$ cat src/rtl/sdcmd_pkg.sv
package sdcmd_pkg;

    localparam int NUM_CMDS = 10;

    typedef enum logic [3:0] {
        CI_DESEL = 4'd0,
        CI_NOP   = 4'd1,
        CI_ACT   = 4'd2,
        CI_PRE   = 4'd3,
        CI_PALL  = 4'd4,
        CI_RD    = 4'd5,
        CI_WR    = 4'd6,
        CI_BST   = 4'd7,
        CI_MRS   = 4'd8,
        CI_REF   = 4'd9
    } cmd_idx_e;

    typedef struct packed {
        cmd_idx_e idx;
        logic     ap;
    } dec_t;

    function automatic logic [NUM_CMDS-1:0] idx_to_onehot(input cmd_idx_e i);
        logic [NUM_CMDS-1:0] v;
        v = '0;
        v[i] = 1'b1;
        return v;
    endfunction

    function automatic logic is_column(input cmd_idx_e i);
        return (i == CI_RD) || (i == CI_WR);
    endfunction

endpackage

$ cat src/rtl/sdcmd_decode.sv
module sdcmd_decode
    import sdcmd_pkg::*;
(
    input  logic cs_n,
    input  logic ras_n,
    input  logic cas_n,
    input  logic we_n,
    input  logic a10,
    output dec_t dec
);
    always_comb begin
        dec.ap  = 1'b0;
        dec.idx = CI_DESEL;
        if (!cs_n) begin
            unique case ({ras_n, cas_n, we_n})
                3'b111:  dec.idx = CI_NOP;
                3'b011:  dec.idx = CI_ACT;
                3'b010:  dec.idx = a10 ? CI_PALL : CI_PRE;
                3'b101:  dec.idx = CI_RD;
                3'b100:  dec.idx = CI_WR;
                3'b110:  dec.idx = CI_BST;
                3'b000:  dec.idx = CI_MRS;
                default: dec.idx = CI_REF;
            endcase
            dec.ap = is_column(dec.idx) & a10;
        end
    end
endmodule

$ cat src/rtl/sdcmd_bank_tracker.sv
module sdcmd_bank_tracker
    import sdcmd_pkg::*;
#(
    parameter int NUM_BANKS = 4,
    localparam int BA_W = $clog2(NUM_BANKS)
) (
    input  logic                 clk,
    input  logic                 rst,
    input  logic                 en,
    input  cmd_idx_e             idx,
    input  logic [BA_W-1:0]      bank,
    input  logic                 a10,
    input  logic                 done,
    input  logic [BA_W-1:0]      done_bank,
    output logic [NUM_BANKS-1:0] open_vec,
    output logic                 illegal_c,
    output logic                 all_idle
);
    assign all_idle = ~|open_vec;

    always_comb begin
        illegal_c = 1'b0;
        if (en) begin
            case (idx)
                CI_ACT:         illegal_c = open_vec[bank];
                CI_RD, CI_WR:   illegal_c = ~open_vec[bank];
                CI_MRS, CI_REF: illegal_c = ~all_idle;
                default:        illegal_c = 1'b0;
            endcase
        end
    end

    logic [NUM_BANKS-1:0] pend_vec;

    for (genvar b = 0; b < NUM_BANKS; b++) begin : g_bank
        logic sel;
        logic act_r;
        logic pend_r;
        assign sel = (bank == BA_W'(b));

        always_ff @(posedge clk) begin
            if (rst) begin
                act_r  <= 1'b0;
                pend_r <= 1'b0;
            end else if (en) begin
                if (done && done_bank == BA_W'(b) && pend_r) begin
                    act_r  <= 1'b0;
                    pend_r <= 1'b0;
                end
                if (!illegal_c) begin
                    case (idx)
                        CI_ACT: if (sel) begin
                            act_r  <= 1'b1;
                            pend_r <= 1'b0;
                        end
                        CI_PRE: if (sel) begin
                            act_r  <= 1'b0;
                            pend_r <= 1'b0;
                        end
                        CI_PALL: begin
                            act_r  <= 1'b0;
                            pend_r <= 1'b0;
                        end
                        CI_RD, CI_WR: if (sel) begin
                            act_r  <= 1'b1;
                            pend_r <= a10;
                        end
                        default: ;
                    endcase
                end
            end
        end
        assign open_vec[b] = act_r;
        assign pend_vec[b] = pend_r;
    end

    // an activate to an idle bank leaves it open
    a_r4_act_opens: assert property (@(posedge clk) disable iff (rst)
        (en && idx == CI_ACT && !open_vec[bank]) |=> open_vec[$past(bank)]);

    // precharge-all leaves every bank idle
    a_r5_pall_closes: assert property (@(posedge clk) disable iff (rst)
        (en && idx == CI_PALL) |=> (open_vec == '0));

    // a masked edge changes no bank state
    a_r10_masked_hold: assert property (@(posedge clk) disable iff (rst)
        !en |=> ($stable(open_vec) && $stable(pend_vec)));

    // a pending auto precharge only exists on an open bank
    a_r9_pend_on_open: assert property (@(posedge clk) disable iff (rst)
        ((pend_vec & ~open_vec) == '0));
endmodule

$ cat src/rtl/sdcmd_mode_reg.sv
module sdcmd_mode_reg #(
    parameter int ADDR_W = 12,
    parameter int AP_BIT = 10,
    localparam int MODE_W = ADDR_W - 1
) (
    input  logic              clk,
    input  logic              rst,
    input  logic              load,
    input  logic [ADDR_W-1:0] addr,
    output logic [MODE_W-1:0] mode
);
    logic [MODE_W-1:0] packed_val;
    assign packed_val = {addr[ADDR_W-1:AP_BIT+1], addr[AP_BIT-1:0]};

    always_ff @(posedge clk) begin
        if (rst)       mode <= '0;
        else if (load) mode <= packed_val;
    end

    // mode value only changes on an accepted load
    a_r7_mode_hold: assert property (@(posedge clk) disable iff (rst)
        !load |=> $stable(mode));
endmodule

$ cat src/rtl/sdram_cmd_tracker.sv
module sdram_cmd_tracker
    import sdcmd_pkg::*;
#(
    parameter int NUM_BANKS = 4,
    parameter int ADDR_W    = 12,
    parameter int AP_BIT    = 10,
    localparam int BA_W     = $clog2(NUM_BANKS),
    localparam int MODE_W   = ADDR_W - 1
) (
    input  logic                 clk,
    input  logic                 rst,
    input  logic                 cke,
    input  logic                 cs_n,
    input  logic                 ras_n,
    input  logic                 cas_n,
    input  logic                 we_n,
    input  logic [BA_W-1:0]      ba,
    input  logic [ADDR_W-1:0]    addr,
    input  logic                 burst_done,
    input  logic [BA_W-1:0]      done_bank,
    output logic [NUM_CMDS-1:0]  cmd_onehot,
    output logic [BA_W-1:0]      cmd_bank,
    output logic                 auto_pre,
    output logic                 illegal,
    output logic [NUM_BANKS-1:0] bank_open,
    output logic [MODE_W-1:0]    mode_reg
);
    logic cke_q;
    dec_t dec;
    logic ill_c;
    logic idle_all;

    always_ff @(posedge clk) begin
        if (rst) cke_q <= 1'b1;
        else     cke_q <= cke;
    end

    sdcmd_decode u_dec (
        .cs_n  (cs_n),
        .ras_n (ras_n),
        .cas_n (cas_n),
        .we_n  (we_n),
        .a10   (addr[AP_BIT]),
        .dec   (dec)
    );

    sdcmd_bank_tracker #(.NUM_BANKS(NUM_BANKS)) u_banks (
        .clk       (clk),
        .rst       (rst),
        .en        (cke_q),
        .idx       (dec.idx),
        .bank      (ba),
        .a10       (addr[AP_BIT]),
        .done      (burst_done),
        .done_bank (done_bank),
        .open_vec  (bank_open),
        .illegal_c (ill_c),
        .all_idle  (idle_all)
    );

    sdcmd_mode_reg #(.ADDR_W(ADDR_W), .AP_BIT(AP_BIT)) u_mode (
        .clk  (clk),
        .rst  (rst),
        .load (cke_q && dec.idx == CI_MRS && idle_all),
        .addr (addr),
        .mode (mode_reg)
    );

    always_ff @(posedge clk) begin
        if (rst || !cke_q) begin
            cmd_onehot <= '0;
            cmd_bank   <= '0;
            auto_pre   <= 1'b0;
            illegal    <= 1'b0;
        end else begin
            cmd_onehot <= idx_to_onehot(dec.idx);
            cmd_bank   <= (dec.idx == CI_DESEL) ? '0 : ba;
            auto_pre   <= dec.ap;
            illegal    <= ill_c;
        end
    end

    // at most one command bit is reported at a time
    a_r1_onehot: assert property (@(posedge clk) disable iff (rst)
        $onehot0(cmd_onehot));

    // a low registered clock enable yields an empty report
    a_r10_no_cmd: assert property (@(posedge clk) disable iff (rst)
        !cke_q |=> (cmd_onehot == '0 && !illegal && !auto_pre));

    // auto precharge is reported only with a column command
    a_r6_ap_column: assert property (@(posedge clk) disable iff (rst)
        auto_pre |-> (cmd_onehot[CI_RD] || cmd_onehot[CI_WR]));
endmodule

$ cat config.mk
export PLATFORM = sky130hd
export DESIGN_NAME = sdram_cmd_tracker
export DESIGN_NICKNAME = d
export VERILOG_FILES = /design/src/rtl/sdcmd_pkg.sv /design/src/rtl/sdcmd_decode.sv /design/src/rtl/sdcmd_bank_tracker.sv /design/src/rtl/sdcmd_mode_reg.sv /design/src/rtl/sdram_cmd_tracker.sv
export SDC_FILE = /design/constraint.sdc
export NUM_CORES = 1
export LEC_CHECK = 0
export CAP_MARGIN = 20
export CORE_MARGIN = 5
export CORE_UTILIZATION = 48
export DETAILED_ROUTE_END_ITERATION = 10
export PLACE_DENSITY_LB_ADDON = 0.2
export SLEW_MARGIN = 25
export SYNTH_ARGS = -nofsm -noshare
export SYNTH_HDL_FRONTEND = slang
export SYNTH_SLANG_ARGS = --single-unit
export TNS_END_PERCENT = 20
$ cat constraint.sdc
create_clock -name clk -period 4.6 [get_ports clk]
set_input_delay 0.69 -clock clk [delete_from_list [all_inputs] [get_ports clk]]
set_output_delay 0.69 -clock clk [all_outputs]
set_load 0.02 [all_outputs]
==> results.md, run 1 <==
- Yosys printed 0 warnings.
- In the routed layout, each cell is associated on average with a via count of roughly 5.3.
- between 50 and 60 I/O pins were placed.
- For this run, design rule violations remaining after detail routing come to 0.
- Counting every net in the synthesized netlist gives 197.
- At the end of routability-driven placement, the weighted congestion stood at 0.889.
- The delay of the slowest critical-path stage is around 0.63 ns.
- Counting flops with an async set or reset pin after synthesis yields a share of 0%.
- The top cell family by delay on the critical path is simple AND/OR/NAND/NOR gates.
- Once detailed placement completed, the half-perimeter wirelength came to 2880 µm.
- STA classifies the critical path endpoint as a register.
- The maximum clock rate is between 300 and 400 MHz.
- The number of nets in the final layout is 243.
- Summing all multi-input logic gate instances after layout gives 752 µm².
- Ranked by total cell area, the synthesized netlist is headed by dfxtp_1 (45%), mux2i_1 (7.2%), nor2_1 (6.1%).
- The clock passes through at most 2 buffers.
- After synthesis, the netlist uses between 40 and 50 different library cells.
- The areal power density over the cells is around 260 mW/mm².
- The total congestion overflow is 0.
- Counting both buffers and inverters, the worst setup path holds a total of 1.
- The core region area is 0.00305 mm².
- The first routing iteration left 47 violations.
- Sequential cells were found to cover 44.6% of the synthesized design area.
- The class of the most critical hold timing path is reg -> reg.
- The worst hold path begins at u_mode.mode[1]$_SDFFE_PP0P_.
- The max-cap check violation count is 0.
- Across the routed clock network, the largest skew measured is 0.0103 ns.
- The launch point of the worst reg-to-reg path is u_banks.g_bank[0].act_r$_SDFFE_PP0P_.
- Buffers inserted to repair hold after CTS numbered 0.
- The gate count after technology mapping is between 150 and 200.
- The synthesized area per cell is approximately 8.8 µm².
- The number of synthesized flops with an enable pin is 0.
- 0 antenna diodes ended up in the layout.
- For the final routed database, the setup TNS stands at 0 ns.
- The site row count is 20.
- After detailed routing, the total wire length is 3760 µm.
- The total count of hold-check failures in the final report is 0.
- Counting cells, the worst reg-to-reg path comes to 4.
- TritonCTS created 5 clock buffers.
- In this run the number of H-tree levels came out at 2.
- Summed over its instances, the top area cell type makes up 44.6% of the synthesized netlist area.
- The worst setup slack for register-to-register paths is between 2 and 2.5 ns.
- The worst hold path terminates at u_mode.mode[1]$_SDFFE_PP0P_.
- Registers take between 600 and 700 µm².
- The count of pins over their slew limit came to 0.
- The number of input and output port buffers inserted is 52.
- For this run, the total global-route usage over all layers was measured as a little under a fifth.
- The via count of the first global-routing pass is 1352.
- The critical path startpoint category is an input pin.
- The clock net sink count is 34.
- Measured along the y axis, the die boundary spans ~66 µm.
- The cell sitting at the root of the clock tree is a clkbuf_4.
- The floorplan die width is ~66 µm.
- The signal on the critical path passes through clkdlybuf4s50_1, mux4_2, nor3_4, o221ai_2, or3_4, o31ai_2.
- Relative to the synthesized area, the layout overhead comes to 36.7%.
- Summed over all instances, the cell type with the most area after synthesis is dfxtp_1.
- The worst IR drop on VDD is roughly 210 µV.
- The TritonCTS clock tree is built.
- STA puts the critical path data arrival time at a little under 3 ns.
- The register with the most flip-flops in the layout has 11 of them.
- The final period utilization is 58.6%.
- The synthesized flop and latch total is 34.
- The number of cells on the worst hold path is 2.
- The floorplan step defined a die boundary enclosing between 0.004 and 0.005 mm².
- The worst pin sits at a relative slew slack of between 50% and 60%.
- The number of buffers inserted by post-CTS setup repair is 0.
- For this configuration, the core starts out at a cell density of between 50% and 60%.
- The flow ran to the end, and the final reports show no timing, DRC or antenna violations.
- The fill cell total of the finished layout is ~290.
- The pre-antenna-repair detailed-routing pass consisted of 4 iterations.
- The analysis attributes to cell leakage a power of about 0.83 nW.
- For the worst setup path, the data required time is a little under 5 ns.
- The post-cts sizing count is 0.
- For the worst-skew pair, the clock arrives at the later sink with an insertion delay of between 0.3 and 0.4 ns.
- The fraction of final layout cells sized beyond drive strength 1 is under 10%.
- For this design, the slowest cell found on the critical path is clkdlybuf4s50_1.
- The type of the worst setup path is in -> reg.
- In the post-route analysis, the smallest setup slack over all paths is approximately 1.9 ns.
- In this run the worst setup path begins at ba[0].
- Summing every instance area after synthesis gives around 0.0015 mm².
- The detailed-route wire length per cell is 14.2 µm.
- The pin count of the biggest net entering global routing is 18.
- The time the worst path needs with I/O delays and setup is about 2.7 ns.
- The destination of the worst register-to-register timing path is u_mode.mode[8]$_SDFFE_PP0P_.
- Leaving out fill and tap cells, the most frequent cells in the layout are clkdlybuf4s50_1 (52), dfxtp_1 (34), nor2_1 (25), nand2_1 (12).
- The total setup violations reported at the end of the flow is 0.
- Before CTS, the worst setup slack after placement is approximately 1.5 ns.
- The largest driver fanout on the critical path is 9.
- Among all flip-flop cells after synthesis, the most frequent one is dfxtp_1.
- Setup repair after global routing left no endpoint under its margin.
- The global-route wire length before repair is about 6200 µm.
- Across all layers, the routed design uses roughly 1.4k vias.
- The slew of the pin with the lowest slew margin is 0.718 ns.
- After clock tree synthesis, the clock-pin slew on the worst setup and hold paths is roughly 0.1 ns.
- The count of nets left with antenna violations once routing finished came out at 0.
- The initial antenna violation count is 0.
- The most common library cell in the layout ignoring fill and taps is clkdlybuf4s50_1.
power by group:
group          switching, W  total (W)  internal [W]
registers        0.00000347   0.000303      0.000300
clock network     0.0000979   0.000172     0.0000741
logic             0.0000394  0.0000777     0.0000383
synth_stat cells (2+ instances only):
cell / n
nor4_1: 3
inv_1: 5
dfxtp_1: 34
a21oi_1: 5
nand4_1: 3
o31ai_1: 2
nand2b_1: 4
nor2b_1: 4
nor3_1: 5
mux2i_1: 11
nand3_1: 6
nor3b_1: 3
nand2_1: 12
buf_4: 4
o2111ai_1: 2
o21ai_0: 11
nor2_1: 25
or2_2: 2
buf_2: 2
and2_1: 4
clkbuf_1: 5
cells by family after synthesis:
logic type	synth area share, %
buffers and inverters	6.15
and+or+nand+nor	27.7
AOI/OAI and AO/OA	12.9
DFF	44.6
muxes	8.69
tightest hold or removal path, stage by stage (launching register included):
cell and delay [ns]:
dfxtp_1 0.33, mux2i_1 0.06, nor2_1 0.07
final cells by class:
class	instances	share of cell area, %
Multi-Input combinational cell	121	36.0
Sequential cell	34	32.6
Clock buffer	7	2.64
Tap cell	44	2.64
Timing Repair Buffer	52	24.9
Clock inverter	1	0.240
Inverter	5	0.899
metrics by stage:
step	total power [W]	utilization, %	instances	hold slack (ns)	instance area [µm²]
2_1_floorplan	0.000351	-	173	0.460	1530
3_3_place_gp	0.000385	66.4	256	0.474	2030
3_5_place_dp	0.000387	66.4	256	0.488	2030
4_1_cts	0.000555	68.4	264	0.511	2090
5_1_grt	0.000579	68.4	264	0.523	2090
6_report	0.000553	68.4	264	0.501	2090
worst max-delay path by stage:
| stage | to | slack (ns) | cells past startpoint |
|---|---|---|---|
| 2_1_floorplan | u_banks.g_bank[0].act_r$_SDFFE_PP0P_ | 2.26 | 6 |
| 3_3_place_gp | u_banks.g_bank[0].act_r$_SDFFE_PP0P_ | 1.61 | 6 |
| 3_5_place_dp | u_banks.g_bank[0].act_r$_SDFFE_PP0P_ | 1.54 | 6 |
| 4_1_cts | u_banks.g_bank[0].act_r$_SDFFE_PP0P_ | 1.89 | 6 |
| 5_1_grt | u_banks.g_bank[1].act_r$_SDFFE_PP0P_ | 1.80 | 6 |
| 6_report | u_banks.g_bank[0].act_r$_SDFFE_PP0P_ | 1.90 | 6 |
layer usage:
metal | global-route usage, % | vias up | wire length [µm]
li1 | - | 693 | -
met1 | 21.6 | 637 | 1530
met2 | 32.2 | 60 | 1910
met3 | 4.93 | 7 | 248
met4 | 6.35 | 0 | 68
met5 | 0 | - | 0
No activity file was read; power rests on OpenSTA's default activity.
==> run 2: changes to the inputs <==
--- a/config.mk
+++ b/config.mk
@@ -7,7 +7,7 @@
 export LEC_CHECK = 0
 export CAP_MARGIN = 20
 export CORE_MARGIN = 5
-export CORE_UTILIZATION = 48
+export CORE_UTILIZATION = 40
 export DETAILED_ROUTE_END_ITERATION = 10
 export PLACE_DENSITY_LB_ADDON = 0.2
 export SLEW_MARGIN = 25
==> constraint.sdc (replaced) <==
create_clock -name clk -period 2.2 [get_ports clk]
set_input_delay 0.33 -clock clk [delete_from_list [all_inputs] [get_ports clk]]
set_output_delay 0.33 -clock clk [all_outputs]
set_load 0.02 [all_outputs]
==> run 2 against run 1 <==
Final area up 7.9%; setup slack worse by 1.9 ns; sequential power increased by 110%; critical path depth stayed put; non-clock buffer count is 15 higher; final cell count is 7.2% higher; hold slack got worse by 0.0087 ns; clock skew fell by 0.0042 ns; clock power increased to 3.2 times the previous value; critical path type unchanged; highest routed layer unchanged.
==> results.md, run 2 (same netlist as run 1, synthesis figures left out) <==
- The tree built by TritonCTS fans out to 34 sinks.
- Setup repair after global routing left no endpoint under its margin.
- The clock tree root buffer cell is clkbuf_8.
- The number of cells on the worst reg-to-reg path is 5.
- Cells fill between 60% and 70% of the core in the end.
- The met1 layer wirelength in the final routing is roughly 1700 µm.
- The endpoint identified for the worst register-to-register timing path is u_banks.g_bank[0].act_r$_SDFFE_PP0P_.
- The vertical die dimension is about 72 µm.
- The H-tree was split into 2 levels.
- The via count of the first global-routing pass is 1370.
- The clock network latency to the later pin of the worst-skew pair is about 0.28 ns.
- The post-route antenna net violation count is 0.
- The class of the most critical hold timing path is reg -> reg.
- The number of buffers inserted by post-CTS setup repair is 0.
- After detailed routing, the number of remaining DRC violations is 0.
- Counting the fill cells in the layout gives 331.
- The launch point of the worst reg-to-reg path is u_banks.g_bank[3].act_r$_SDFFE_PP0P_.
- For this run, the post-layout net count is around 260.
- The time the worst path needs with I/O delays and setup is around 2.2 ns.
- The data arrival time of the critical path is about 2.4 ns.
- Headroom to the max-slew limit came out at ~57%.
- Entering global routing, the biggest net connects 17 pins.
- The post-cts sizing count is 0.
- The initial antenna violation count is 0.
- In this run, the number of DRC markers left after iteration 0 of detailed routing was 59.
- The congestion estimate from routability-driven global placement came to 0.900.
- The worst IR drop on VDD is around 480 µV.
- TritonCTS built the clock tree.
- Between clock sinks in the finished design, the worst skew comes to just over 0.006 ns.
- The cell with the biggest individual delay on the critical path is mux4_2.
- The most common library cell in the layout ignoring fill and taps is clkdlybuf4s50_1.
- The worst path required time is 2.40 ns.
- The count of pins on the block boundary is between 50 and 60.
- The number of buffers inserted during clock tree synthesis is 5.
- The top cell types in the final layout, fill and taps aside, are clkdlybuf4s50_1 (52), dfxtp_1 (34), nor2_1 (25), buf_4 (15), nand2_1 (12).
- The area of the multi-input gates is 752 µm².
- The total count of hold-check failures in the final report was 0.
- The floorplan die width is 71.8 µm.
- The core region area is 0.00369 mm².
- The areal power density over the cells is 607 mW/mm².
- Traced cell by cell, the critical path runs through clkdlybuf4s50_1, mux4_2, nor3_4, o221ai_2, or3_4, o31ai_2.
- The site row count is 22.
- The detailed-route wire length per cell is 14.3 µm.
- Max-cap violations in this run came to 0.
- Detailed placement ended at an HPWL of roughly 3100 µm.
- The number of hold-repair buffers added at the cts stage is 0.
- The number of input and output port buffers inserted is 52.
- The leakage power of the design is 0.922 nW.
- The synthesis-to-layout area growth is 47.5%.
- The start point of the worst hold path is u_mode.mode[4]$_SDFFE_PP0P_.
- The final routed wirelength across all metal layers is a little over 4000 µm.
- In the detailed route, the total length drawn on met2 is 1950 µm.
- The count of pins over their slew limit is 0.
- In this run the register-to-register setup slack is slightly below 0.3 ns.
- The aggregate global-route resource usage is approximately 16%.
- In this run the top signal layer used is met4.
- The antenna diode count is 0.
- The final period utilization is a little over nine tenths.
- The register with the most flip-flops in the layout has 11 of them.
- Setup violations remaining at the end of the flow were counted as 0.
- The first global-routing pass estimated approximately 6400 µm of wire.
- The delay of the slowest critical-path stage is around 0.6 ns.
- The number of cells on the worst hold path is 2.
- Before antenna repair, the detailed router went through 4 iterations.
- The fraction of final layout cells sized beyond drive strength 1 is between 10% and 20%.
- Registers take roughly 700 µm².
- The via count is 1459.
- The end point of the most critical hold path is u_mode.mode[4]$_SDFFE_PP0P_.
- The cell area after placement is around 0.0021 mm².
- Dividing the detail-routed via count by the number of cells gives 5.16.
- Summed over all nets, wire length on met3 after detailed routing comes to about 360 µm.
- The critical path startpoint category is an input pin.
- After clock tree synthesis, the clock-pin slew on the worst setup and hold paths is roughly 0.070 ns.
- The flow ran to the end, and the final reports show no timing, DRC or antenna violations.
- For the pin with the worst max-slew slack, the measured transition is between 0.6 and 0.7 ns.
- The maximum clock rate is ~460 MHz.
- The worst-case clock buffer depth is 2.
- The finished layout cell area is ~0.0023 mm².
- The die footprint is roughly 0.0052 mm².
- The largest driver fanout on the critical path is 3.
- The worst setup path is captured at a register.
- For this configuration, the core starts out at a cell density of 41.4%.
- After global routing the overflow that remains totals 0.
- The critical path in this run is classified as in -> reg.
-- run 2: cell types whose count changed in the layout (fill, tap and decap cells not counted) --
cell,delta
clkbuf_4,-5
clkbuf_1,+1
clkinv_2,-1
clkbuf_8,+4
buf_4,+15
bufinv_16,+1
-- run 2: worst max path at each step --
stage | from | end | slack, ns | cells after the start
final | ba[0] | u_banks.g_bank[0].act_r$_SDFFE_PP0P_ | 0.04 | 6
after global routing | ba[0] | u_banks.g_bank[0].act_r$_SDFFE_PP0P_ | 0.002 | 6
after CTS | ba[0] | u_banks.g_bank[0].act_r$_SDFFE_PP0P_ | 0.04 | 6
after detailed placement | ba[0] | u_banks.g_bank[0].act_r$_SDFFE_PP0P_ | -0.25 | 6
after global placement | ba[0] | u_banks.g_bank[0].act_r$_SDFFE_PP0P_ | -0.19 | 6
after floorplan | ba[0] | u_banks.g_bank[0].act_r$_SDFFE_PP0P_ | 0.22 | 6
-- run 2: report_power, final --
group,leakage [nW],internal [W],switching [W]
registers,0.275,0.000627,0.00000749
clock network,0.0524,0.000338,0.000212
logic,0.594,0.0000937,0.0000876
-- run 2: area by class of cell --
cell class,instances,area share (%)
clock inverters,1,1.33
inverters,5,0.834
well taps,48,2.67
multi-input cells,121,33.4
clock buffers,7,3.39
repair buffers,67,28.1
flip-flops and latches,34,30.2
-- run 2: critical path, delay by kind of cell --
family | cells | cell delay (ns)
AO/OA/AOI/OAI | 2 | 0.31
AND/OR/NAND/NOR | 2 | 0.63
buffers and inverters | 1 | 0.51
multiplexers | 1 | 0.59
-- run 2: per-layer routing --
layer  up-vias  track usage [%]
li1        727                -
met1       657             18.6
met2        65             25.5
met3        10             6.31
met4         0             7.72
met5         -                0
-- run 2: metrics by stage --
step	TNS (ns)	worst slack (ns)	instances	power, W	hold WS [ns]
after CTS	0	0.0380	283	0.00138	0.499
final	0	0.0394	283	0.00137	0.493
after floorplan	0	0.221	173	0.000733	0.434
after detailed placement	-1.46	-0.255	275	0.000828	0.486
after global routing	0	0.00187	283	0.00142	0.518
after global placement	-0.903	-0.187	275	0.000825	0.474
==> run 3: changes to the inputs <==
--- a/config.mk
+++ b/config.mk
@@ -5,9 +5,10 @@
 export SDC_FILE = /design/constraint.sdc
 export NUM_CORES = 1
 export LEC_CHECK = 0
+export ABC_AREA = 1
 export CAP_MARGIN = 20
 export CORE_MARGIN = 5
-export CORE_UTILIZATION = 40
+export CORE_UTILIZATION = 43
 export DETAILED_ROUTE_END_ITERATION = 10
 export PLACE_DENSITY_LB_ADDON = 0.2
 export SLEW_MARGIN = 25
==> run 3 against run 2 <==
Core utilization shrank 0.93 points; clock-buffer cell count fell by 2; clock power decreased by 22%; combinational power up 56%; hold slack got worse by 0.051 ns.
==> results.md, run 3 <==
- Fill cells in the final layout number 429.
- Counting instances in the post-synthesis netlist gives the leading cell types as nand2_1 (75), nand3_1 (45), inv_1 (38).
- The register with the most flip-flops in the layout has 11 of them.
- Hold timing on the final database bottoms out at a slack of 0.441 ns.
- The slew of the pin with the lowest slew margin is approximately 0.33 ns.
- The detailed placement HPWL is approximately 3500 µm.
- The kind of end point of the critical path is a register.
- The cell area after placement is between 0.002 and 0.003 mm².
- Setup violations remaining at the end of the flow were counted as 0.
- The critical path startpoint category is an input pin.
- The fraction of final layout cells sized beyond drive strength 1 is approximately 14%.
- The tool flagged a number of max-cap violations equal to 0.
- The floorplan step set the die height to 76.5 µm.
- The TritonCTS clock tree is built.
- The type of the worst setup path is in -> reg.
- The relative slew slack is about 78%.
- Counting the buffers created by CTS gives 5.
- Of all cell types, the one taking the most synthesized area is dfxtp_1.
- The site row count is 24.
- The worst register-to-register path ends at u_banks.g_bank[0].act_r$_SDFFE_PP0P_.
- The first global-routing pass estimated 7870 µm of wire.
- The number of synthesized flops with an enable pin is 0.
- The detailed router finished its first iteration with between 90 and 100 violations.
- Tracing the worst setup path back leads to its startpoint at cas_n.
- The analysis attributes to cell leakage a power of ~1.1 nW.
- The library cell used most frequently in the layout, excluding fill and tap cells, is nand2_1.
- Leaving out fill and tap cells, the most frequent cells in the layout are nand2_1 (75), clkdlybuf4s50_1 (52), nand3_1 (45), inv_1 (38), dfxtp_1 (34).
- The number of warnings reported in the yosys synthesis log is 0.
- For this run, the register share of the synthesized area comes to between 30% and 40%.
- The clock net sink count is 34.
- The finished layout cell area is 0.00260 mm².
- In this run the deepest clock path goes through 2 buffers.
- The post-synthesis async set-or-reset flop share is 0%.
- The post-layout total power is approximately 0.0014 W.
- The detailed-router iteration count before antenna repair is 4.
- In the routed design, unresolved DRC markers number 0.
- The number of distinct library cells after synthesis is 25.
- The initial antenna violation count is 0.
- Setup repair after global routing left no endpoint under its margin.
- The count of nets left with antenna violations once routing finished came out at 0.
- The number of buffers inserted by post-CTS setup repair is 0.
- For the worst setup path, the data arrival time is 2.13 ns.
- The final setup skew is 0.00868 ns.
- Following the worst setup path forward leads to its endpoint at u_banks.g_bank[0].act_r$_SDFFE_PP0P_.
- The CTS clock-pin slew for the worst setup and hold paths is 0.07 ns.
- In this run, post-CTS hold repair placed 0 buffers.
- At the later pin of the worst-skew pair, clock insertion delay measures around 0.28 ns.
- Summing every instance area after synthesis gives approximately 0.0019 mm².
- The floorplan step defined a die boundary enclosing 0.00586 mm².
- The commonest register cell after synthesis is dfxtp_1.
- The worst register-to-register path has a depth of 13.
- The maximum clock rate is around 520 MHz.
- The aggregate global-route resource usage is about 16%.
- The class of the most critical hold timing path is reg -> reg.
- Averaged over all synthesized cells, the footprint is ~6.7 µm².
- Entering global routing, the biggest net connects 23 pins.
- The floorplan die width is around 77 µm.
- The count of pins on the block boundary is between 50 and 60.
- Adding up every negative setup slack in the final design gives 0 ns.
- At the end of routability-driven placement, the weighted congestion stood at 0.868.
- After detailed routing, the total wire length is between 4000 and 5000 µm.
- The net count after synthesis is between 300 and 400.
- In this run the register-to-register setup slack is 0.65 ns.
- The worst IR drop on VDD is between 200 and 250 µV.
- The detailed-route wire length per cell is approximately 12 µm.
- The repair_antennas step left the layout with diodes totalling 0.
- Input and output buffers added on the ports amount to 52.
- The leading cell type by number of instances after synthesis is nand2_1.
- The time the worst path needs with I/O delays and setup is between 1.5 and 2 ns.
- The synthesis-to-layout area growth is 36.6%.
- The flow ran to the end, and the final reports show no timing, DRC or antenna violations.
- The top cell type by area accounts for between 30% and 40% of the synthesized area.
- The number of vias per cell after detailed routing is between 4 and 5.
- The via count of the first global-routing pass came to 1731.
- For this configuration, the core starts out at a cell density of between 40% and 50%.
- The total count of hold-check failures in the final report is 0.
- In the finished design, the share of the clock period the worst path needs comes to between 80% and 90%.
- The worst path required time is ~2.4 ns.
- The number of H-tree branching levels is 2.
- The gate count after technology mapping is 284.
- In this run the standard cell core region covers approximately 0.0043 mm².
- After clock tree synthesis, the repair step resized 0 gates.
- Clock tree synthesis selected as its root buffer the cell clkbuf_8.
- Once layout is complete, the utilization of the core stands at 60.1%.
- The areal power density over the cells is roughly 520 mW/mm².
- The synthesized design contains 34 register bits.
- After global routing the overflow that remains totals 0.
- Of all nets on the critical path, the largest fanout is 7.
- The via count is ~2k.
- In this run the critical register-to-register path is launched from u_banks.g_bank[2].act_r$_SDFFE_PP0P_.
- At the end of the flow, the number of nets in the layout was between 300 and 400.
- The count of pins over their slew limit is 0.
- In the post-synthesis netlist, the biggest area contributors are dfxtp_1 (36%), nand2_1 (15%), nand3_1 (12%).
[run 3: changes by cell type after synthesis, moves of 9 or more]
cell and delta:
nand2_1 +63, nand3_1 +39, inv_1 +33, mux2i_1 -11, nor2_1 -11, a21oi_2 +9
[run 3: per-stage QoR]
stage                     instances  setup slack (ns)
final                           395             0.290
after global routing            395             0.120
after CTS                       395             0.308
after detailed placement        388            0.0186
after global placement          388            0.0380
after floorplan                 284             0.703
[run 3: routing by layer]
| metal | up-vias | wire length (µm) | GRT usage (%) | part of all wire, % |
|---|---|---|---|---|
| li1 | 1023 | - | - | - |
| met4 | 0 | 111 | 6.29 | 2.4 |
| met2 | 79 | 1960 | 24.2 | 42 |
| met1 | 856 | 2150 | 22.1 | 46 |
| met5 | - | 0 | 0 | 0 |
| met3 | 13 | 399 | 3.78 | 8.6 |
[run 3: worst max-delay path, cell delays in order]
cell	delay, ns
clkdlybuf4s50_1	0.53
a21oi_1	0.28
nor2_4	0.09
nor2_4	0.16
inv_2	0.06
nor2_2	0.19
nand3_1	0.11
nand3_1	0.09
nand2_1	0.05
nand2_1	0.07
nand2_1	0.06
a21oi_2	0.10
[run 3: cell type report]
class,count,area (µm²),area share (%)
Multi-Input combinational cell,198,1010,38.8
Sequential cell,34,681,26.2
Timing Repair Buffer,62,608,23.4
Inverter,42,158,6.07
Clock buffer,5,68.8,2.65
Tap cell,52,65.1,2.50
Clock inverter,2,10.0,0.385
[run 3: power by group]
part / internal (W) / total (W) / switching (W)
Sequential: 0.000635 / 0.000644 / 0.00000896
Clock: 0.000212 / 0.000428 / 0.000216
Combinational: 0.000122 / 0.000283 / 0.000162
[run 3: cells by family (layout without fill, tap and decap cells)]
family	after synthesis	after routing	share of synthesized area, %
AOI/OAI and AO/OA	42	42	13.0
DFF	34	34	35.8
buffers and inverters	52	111	11.2
and+or+nand+nor	156	156	40.0
[run 3: how the worst min path moves through the flow]
stage	end	startpoint	depth (start not counted)	slack (ns)
floorplan	cke_q$_SDFF_PP1_	cke	1	0.43
global placement	u_mode.mode[5]$_SDFFE_PP0P_	u_mode.mode[5]$_SDFFE_PP0P_	2	0.43
detailed placement	u_mode.mode[5]$_SDFFE_PP0P_	u_mode.mode[5]$_SDFFE_PP0P_	2	0.44
CTS	u_mode.mode[5]$_SDFFE_PP0P_	u_mode.mode[5]$_SDFFE_PP0P_	2	0.45
global route	u_mode.mode[9]$_SDFFE_PP0P_	u_mode.mode[9]$_SDFFE_PP0P_	2	0.46
finish	u_mode.mode[2]$_SDFFE_PP0P_	u_mode.mode[2]$_SDFFE_PP0P_	2	0.44
